**src/rtl/msi_irq_pkg.sv**
```systemverilog
package msi_irq_pkg;
  localparam int REG_W = 32;
  localparam int SEL_W = 3;
  localparam logic [REG_W-1:0] TGT_RESET = 32'hFFFB_0003;

  typedef enum logic [SEL_W-1:0] {
    SEL_LEVEL = 3'd0,
    SEL_MASK  = 3'd1,
    SEL_ROUTE = 3'd2,
    SEL_PEND  = 3'd3,
    SEL_TGT0  = 3'd4,
    SEL_TGT1  = 3'd5,
    SEL_REQ0  = 3'd6,
    SEL_REQ1  = 3'd7
  } regSel_e;

  // strobes from control to datapath
  typedef struct packed {
    logic loadReq;
    logic useTgt1;
    logic clrPend;
    logic wrMask;
    logic wrRoute;
    logic wrTgt0;
    logic wrTgt1;
  } ctlStrb_t;
endpackage

```
**src/rtl/msi_irq_dp.sv**
```systemverilog
module msi_irq_dp
  import msi_irq_pkg::*;
#(
  parameter int NUM_IRQ  = 11,
  parameter int ADDR_LSB = 5
) (
  input  logic               clk,
  input  logic               rstN,
  input  logic [NUM_IRQ-1:0] irqIn,
  input  logic [SEL_W-1:0]   regSel,
  input  logic [REG_W-1:0]   regWdata,
  input  ctlStrb_t           strb,
  output logic [NUM_IRQ-1:0] riseArm,
  output logic [NUM_IRQ-1:0] routeVec,
  output logic [REG_W-1:0]   regRdata,
  output logic [REG_W-1:0]   reqAddr,
  output logic [REG_W-1:0]   reqData
);
  localparam logic [REG_W-1:0] LOW_MASK = (REG_W'(1) << ADDR_LSB) - REG_W'(1);

  logic [NUM_IRQ-1:0] levelQ, maskQ, routeQ, pendQ;
  logic [NUM_IRQ-1:0] riseVec;
  logic [REG_W-1:0]   tgt0Q, tgt1Q, tgtSel;
  logic [REG_W-1:0]   reqAddrQ, reqDataQ;

  assign riseVec  = irqIn & ~levelQ;
  assign riseArm  = riseVec & maskQ;
  assign routeVec = routeQ;
  assign tgtSel   = strb.useTgt1 ? tgt1Q : tgt0Q;

  always_ff @(posedge clk) begin
    if (!rstN) begin
      levelQ   <= '0;
      maskQ    <= '0;
      routeQ   <= '0;
      pendQ    <= '0;
      tgt0Q    <= TGT_RESET;
      tgt1Q    <= TGT_RESET;
      reqAddrQ <= '0;
      reqDataQ <= '0;
    end else begin
      levelQ <= irqIn;
      pendQ  <= (strb.clrPend ? '0 : pendQ) | riseVec;
      if (strb.wrMask)  maskQ  <= regWdata[NUM_IRQ-1:0];
      if (strb.wrRoute) routeQ <= regWdata[NUM_IRQ-1:0];
      if (strb.wrTgt0)  tgt0Q  <= regWdata;
      if (strb.wrTgt1)  tgt1Q  <= regWdata;
      if (strb.loadReq) begin
        reqAddrQ <= tgtSel & ~LOW_MASK;
        reqDataQ <= tgtSel & LOW_MASK;
      end
    end
  end

  always_comb begin
    regRdata = '0;
    unique case (regSel_e'(regSel))
      SEL_LEVEL: regRdata[NUM_IRQ-1:0] = levelQ;
      SEL_MASK:  regRdata[NUM_IRQ-1:0] = maskQ;
      SEL_ROUTE: regRdata[NUM_IRQ-1:0] = routeQ;
      SEL_PEND:  regRdata[NUM_IRQ-1:0] = pendQ;
      SEL_TGT0:  regRdata = tgt0Q;
      SEL_TGT1:  regRdata = tgt1Q;
      SEL_REQ0:  regRdata[NUM_IRQ-1:0] = levelQ & maskQ & ~routeQ;
      SEL_REQ1:  regRdata[NUM_IRQ-1:0] = levelQ & maskQ & routeQ;
      default:   regRdata = '0;
    endcase
  end

  assign reqAddr = reqAddrQ;
  assign reqData = reqDataQ;


  pend_keep_chk: assert property (@(posedge clk) disable iff (!rstN)
    !strb.clrPend |=> (pendQ & $past(pendQ)) == $past(pendQ));


  pend_set_chk: assert property (@(posedge clk) disable iff (!rstN)
    (|riseVec) |=> (pendQ & $past(riseVec)) == $past(riseVec));


  pend_clear_chk: assert property (@(posedge clk) disable iff (!rstN)
    strb.clrPend |=> (pendQ & ~$past(riseVec)) == '0);
endmodule

```
**src/rtl/msi_irq_ctl.sv**
```systemverilog
module msi_irq_ctl
  import msi_irq_pkg::*;
#(
  parameter int NUM_IRQ = 11
) (
  input  logic               clk,
  input  logic               rstN,
  input  logic [SEL_W-1:0]   regSel,
  input  logic               regWr,
  input  logic               regRd,
  input  logic [NUM_IRQ-1:0] riseArm,
  input  logic [NUM_IRQ-1:0] routeVec,
  input  logic               reqReady,
  output ctlStrb_t           strb,
  output logic               reqValid
);
  logic [NUM_IRQ-1:0] queueQ, pick, grant;
  logic               validQ, loadReq;
  regSel_e            selE;

  assign selE    = regSel_e'(regSel);
  // lowest waiting input wins
  assign pick    = queueQ & (~queueQ + NUM_IRQ'(1));
  assign loadReq = (|queueQ) && (!validQ || reqReady);
  assign grant   = loadReq ? pick : '0;

  always_comb begin
    strb.loadReq = loadReq;
    strb.useTgt1 = |(pick & routeVec);
    strb.clrPend = (regWr || regRd) && (selE == SEL_PEND);
    strb.wrMask  = regWr && (selE == SEL_MASK);
    strb.wrRoute = regWr && (selE == SEL_ROUTE);
    strb.wrTgt0  = regWr && (selE == SEL_TGT0);
    strb.wrTgt1  = regWr && (selE == SEL_TGT1);
  end

  always_ff @(posedge clk) begin
    if (!rstN) begin
      queueQ <= '0;
      validQ <= 1'b0;
    end else begin
      queueQ <= (queueQ & ~grant) | riseArm;
      if (loadReq)       validQ <= 1'b1;
      else if (reqReady) validQ <= 1'b0;
    end
  end

  assign reqValid = validQ;


  arm_queue_chk: assert property (@(posedge clk) disable iff (!rstN)
    (|riseArm) |=> (queueQ & $past(riseArm)) == $past(riseArm));


  valid_src_chk: assert property (@(posedge clk) disable iff (!rstN)
    $rose(validQ) |-> $past(|queueQ));


  valid_hold_chk: assert property (@(posedge clk) disable iff (!rstN)
    validQ && !reqReady |=> validQ);
endmodule

```
**src/rtl/msi_irq_ctrl.sv**
```systemverilog
module msi_irq_ctrl
  import msi_irq_pkg::*;
#(
  parameter int NUM_IRQ  = 11,
  parameter int ADDR_LSB = 5,
  parameter int SLOT_W   = 5,
  parameter int LINE_W   = 2
) (
  input  logic               clk,
  input  logic               rstN,
  input  logic [NUM_IRQ-1:0] irqIn,
  input  logic [SEL_W-1:0]   regSel,
  input  logic               regWr,
  input  logic               regRd,
  input  logic [REG_W-1:0]   regWdata,
  output logic [REG_W-1:0]   regRdata,
  output logic               reqValid,
  input  logic               reqReady,
  output logic [REG_W-1:0]   reqAddr,
  output logic [REG_W-1:0]   reqData,
  input  logic [SLOT_W-1:0]  pciSlot,
  output logic [LINE_W-1:0]  pciLine
);
  localparam int LINES = 1 << LINE_W;

  ctlStrb_t           strb;
  logic [NUM_IRQ-1:0] riseArm, routeVec;

  msi_irq_ctl #(.NUM_IRQ(NUM_IRQ)) uCtl (
    .clk(clk), .rstN(rstN), .regSel(regSel), .regWr(regWr), .regRd(regRd),
    .riseArm(riseArm), .routeVec(routeVec), .reqReady(reqReady),
    .strb(strb), .reqValid(reqValid)
  );

  msi_irq_dp #(.NUM_IRQ(NUM_IRQ), .ADDR_LSB(ADDR_LSB)) uDp (
    .clk(clk), .rstN(rstN), .irqIn(irqIn), .regSel(regSel),
    .regWdata(regWdata), .strb(strb), .riseArm(riseArm),
    .routeVec(routeVec), .regRdata(regRdata), .reqAddr(reqAddr),
    .reqData(reqData)
  );

  assign pciLine = LINE_W'(pciSlot % SLOT_W'(LINES));


  req_stable_chk: assert property (@(posedge clk) disable iff (!rstN)
    reqValid && !reqReady |=> $stable(reqAddr) && $stable(reqData));
endmodule

```
**config.mk**
```make
export PLATFORM = sky130hd
export DESIGN_NAME = msi_irq_ctrl
export DESIGN_NICKNAME = d
export VERILOG_FILES = /design/src/rtl/msi_irq_pkg.sv /design/src/rtl/msi_irq_dp.sv /design/src/rtl/msi_irq_ctl.sv /design/src/rtl/msi_irq_ctrl.sv
export SDC_FILE = /design/constraint.sdc
export NUM_CORES = 1
export LEC_CHECK = 0
export BUFFER_PORTS_ARGS = -buffer_cell sky130_fd_sc_hd__buf_2
export CELL_PAD_IN_SITES_DETAIL_PLACEMENT = 0
export CELL_PAD_IN_SITES_GLOBAL_PLACEMENT = 1
export CORE_MARGIN = 2
export CORE_UTILIZATION = 25
export DETAILED_ROUTE_END_ITERATION = 16
export PLACE_DENSITY_LB_ADDON = 0.3
export SYNTH_ARGS = -nofsm -noshare
export SYNTH_HDL_FRONTEND = slang
export SYNTH_SLANG_ARGS = --single-unit
```
**constraint.sdc**
```tcl
create_clock -name clk -period 1.8 [get_ports clk]
set_input_delay 0.09 -clock clk [delete_from_list [all_inputs] [get_ports clk]]
set_output_delay 0.09 -clock clk [all_outputs]
set_load 0.01 [all_outputs]
```
==> results by group <==
Detailed routing
  • Remaining DRCs: 0
  • Number of detailed-route iterations in the first pass: 4
  • Number of routed nets with antenna violations: 0
  • Average routed wire per standard cell: 16.9 um
  • Routed via count divided by cell count: 4.57
  • Drt total wl: 24100 um
  • Number of DRC violations after detailed-routing iteration 0: 241
  • Number of vias in the routed layout: 6525

Timing
  • Final hold violations: 0
  • Clk_skew: 13.5 ps
  • Final setup TNS: 0 ps
  • Achievable Freq: 559 MHz
  • Slew Limit Headroom: 43.8%
  • Portion of the clock cycle consumed by the worst path in the final layout: 99.4%
  • Final setup margin: 10.6 ps
  • Measured slew at the worst slew-check pin: 842 ps
  • Setup-failing EPs final: 0
  • Time the final worst path needs with I/O delays and setup: 1790 ps
  • Number of pins with negative max-slew slack in the final report: 0
  • RSZ-0062 raised after global routing: true

Clocking
  • CTS clock-pin slew for the worst setup and hold paths: 70 ps
  • Buffer depth of the longest clock path: 2
  • Buffer type at the clock tree root: clkbuf_16
  • Insertion delay to the later sink of the worst-skew pair: 440 ps
  • Clock tree from TritonCTS: done
  • # clock sinks: 152
  • Number of buffers created by CTS: 17
  • CTS H-tree lvls: 4

Worst setup path
  • Critical path, cell by cell: or3_4 > nor4_4 > o21a_2 > buf_12 > nand2_1 > o211ai_1
  • Arrival time at the worst endpoint: 2140 ps
  • Crit Path Class: reg -> reg
  • Category of the worst setup path capture point: register
  • Startpoint class of the critical path: register
  • CP max FO: 16
  • Data required time at the worst endpoint: 2150 ps
  • Slack of the worst reg-to-reg path: 10 ps
  • Worst-path cell with the longest stage delay: or3_4
  • Peak per-stage delay on the critical path: 420 ps

Final layout
  • Post-layout utilization of the core: 32.8%
  • Layout cells sized above 1: 25.0%
  • Area grow syn2layout: 29.3%
  • Highest-count cells in the layout ignoring fill and taps: 247 x nand2_1, 148 x dfxtp_1, 113 x buf_2, 59 x a21boi_0, 44 x buf_4
  • Net total in the final layout: 1088
  • Commonest non-fill, non-tap cell in the layout: nand2_1
  • Antenna cells: 0

Synth
  • Post-synth EDFFs: 0
  • Cell type contributing the most total cell area after synthesis: dfxtp_1
  • Gate count of the mapped netlist: 877
  • Synth unique cells: 46
  • Top area cells in the synthesized netlist: dfxtp_1 42%, nand2_1 13%, a21boi_0 6.1%
  • Flip-flop and latch count after synthesis: 152
  • Post-synthesis sequential area ratio: 41.6%
  • Share of async-settable or async-resettable flops after synthesis: 0%
  • Share of the synthesized area in the top cell type: 41.6%
  • Count of warnings emitted by yosys: 0
  • Combined area of all synthesized cells: 7310 um^2
  • Mean Syn Cell Area: 8.33 um^2
  • Most instantiated flip-flop cell in the synthesis netlist: dfxtp_1

Hold path
  • Class of the most critical hold timing path: in -> reg

Run status
  • Run status: finished, final reports clean

Place
  • Worst slack at placement: -68.2 ps
  • Routability cong.: 0.778
  • Buffers added on ports: 115
  • HPWL reported at the end of detailed placement: 16100 um

Floorplan
  • X dimension of the die: 175 um
  • Starting utilization of the core area: 25.4%
  • Die ar.: 30600 um^2
  • Standard-cell row count: 62
  • Core ar.: 28800 um^2
  • Die height: 175 um
  • I/O pin count: 155

Global route
  • Number of global-route vias before repair: 6276
  • Antenna violations before repair: 0
  • Largest net degree at the start of global routing: 89
  • Remaining global-route overflow: 0
  • Wire length of the first global-routing pass: 36700 um
  • GRT Total Usage: 15.7%

Pwr
  • Peak ir drop on the vdd network: 0.000649 V
  • Power density normalized to cell area: 841 nW/um^2
  • Design Power: 7.94 mW
  • Static leakage: 3.93 nW

Job
  • Max_cap viols: 0
## cells by family after synthesis
group           synth area share [%]
other cells                   0.0513
mux                             4.62
flops                           41.6
simple gates                    25.0
xor+xnor                        1.32
buf+inv                         8.35
compound gates                  19.0
## cells in the mapped netlist, types with 6 or more instances
master / count
nor2b_1: 30
and3_1: 6
a21oi_1: 19
o21ai_0: 11
and2_1: 13
a21boi_0: 59
xnor2_1: 11
dfxtp_1: 152
o221ai_1: 6
buf_2: 8
mux2_2: 6
nand2_1: 247
a22oi_1: 15
buf_6: 9
o211ai_2: 30
buf_4: 36
nand4_1: 32
a221oi_1: 6
mux2i_1: 27
nand3_1: 35
clkbuf_1: 46
nor2_1: 25
## layer usage
metal  global-route usage [%]  part of all wire (%)  up-vias
met3                     2.72                   3.7       28
met4                     5.10                   1.6        0
li1                         -                     -     3269
met5                        0                     0        -
met2                     26.5                    48      123
met1                     20.3                    47     3105
## path summary, 6_finish.rpt
kind | to | cells after the start | startpoint
worst max-delay path | uDp.reqAddr[31]$_SDFFE_PN0N_ | 6 | uCtl.queueQ[8]$_SDFF_PN0_
worst min register to register | uDp.reqData[1]$_SDFFE_PN0N_ | 2 | uDp.reqData[1]$_SDFFE_PN0N_
worst min-delay path | uDp.tgt0Q[1]$_SDFFE_PN1P_ | 3 | rstN
worst max register to register | uDp.reqAddr[31]$_SDFFE_PN0N_ | 6 | uCtl.queueQ[8]$_SDFF_PN0_
## layout make-up
class | instances | area [um^2]
Sequential cell | 152 | 3050
Clock inverter | 14 | 128
Fill cell | 3040 | 19300
Multi-Input combinational cell | 650 | 3840
Tap cell | 384 | 480
Timing Repair Buffer | 209 | 1510
Inverter | 2 | 7.51
Clock buffer | 18 | 439
## state kept, by name, indices dropped and copies added, names as in the netlist
signal / flops
uCtl.reqValid: 1
uDp.maskQ: 11
uCtl.queueQ: 11
uDp.tgt1Q: 32
uDp.routeVec: 11
uDp.levelQ: 11
uDp.pendQ: 11
uDp.tgt0Q: 32
uDp.reqAddr: 27
uDp.reqData: 5
## repair_timing
| action | 4_1_cts | 5_1_grt |
|---|---|---|
| pin swaps | 5 | 3 |
| endpoints found under the setup margin | 34 | 40 |
| gates resized for setup | 7 | 9 |
| endpoints found under the hold margin | 97 | 0 |
| hold buffers | 43 | 0 |
| setup buffers | 2 | 0 |
| gates cloned | 1 | 0 |
## where the power goes
group	internal, mW	total [mW]	switching (mW)
Combinational	0.400	0.910	0.510
Clock	1.86	3.48	1.62
Sequential	3.48	3.55	0.0782
Total	5.74	7.94	2.20
## stage by stage
| step | area, um^2 | hold slack (ps) | cells |
|---|---|---|---|
| global placement | 8370 | 180 | 1353 |
| CTS | 9430 | 151 | 1431 |
| finish | 9450 | 147 | 1429 |
| floorplan | 7430 | 212 | 908 |
| global route | 9450 | 156 | 1429 |
| detailed placement | 8370 | 180 | 1353 |
## worst max-delay path: cells and delay by family (launching register included)
| kind | cells | cell delay, ps |
|---|---|---|
| buf+inv | 1 | 200 |
| flops | 1 | 360 |
| compound gates | 2 | 350 |
| simple gates | 3 | 810 |
(Power assumes the default switching activity.)
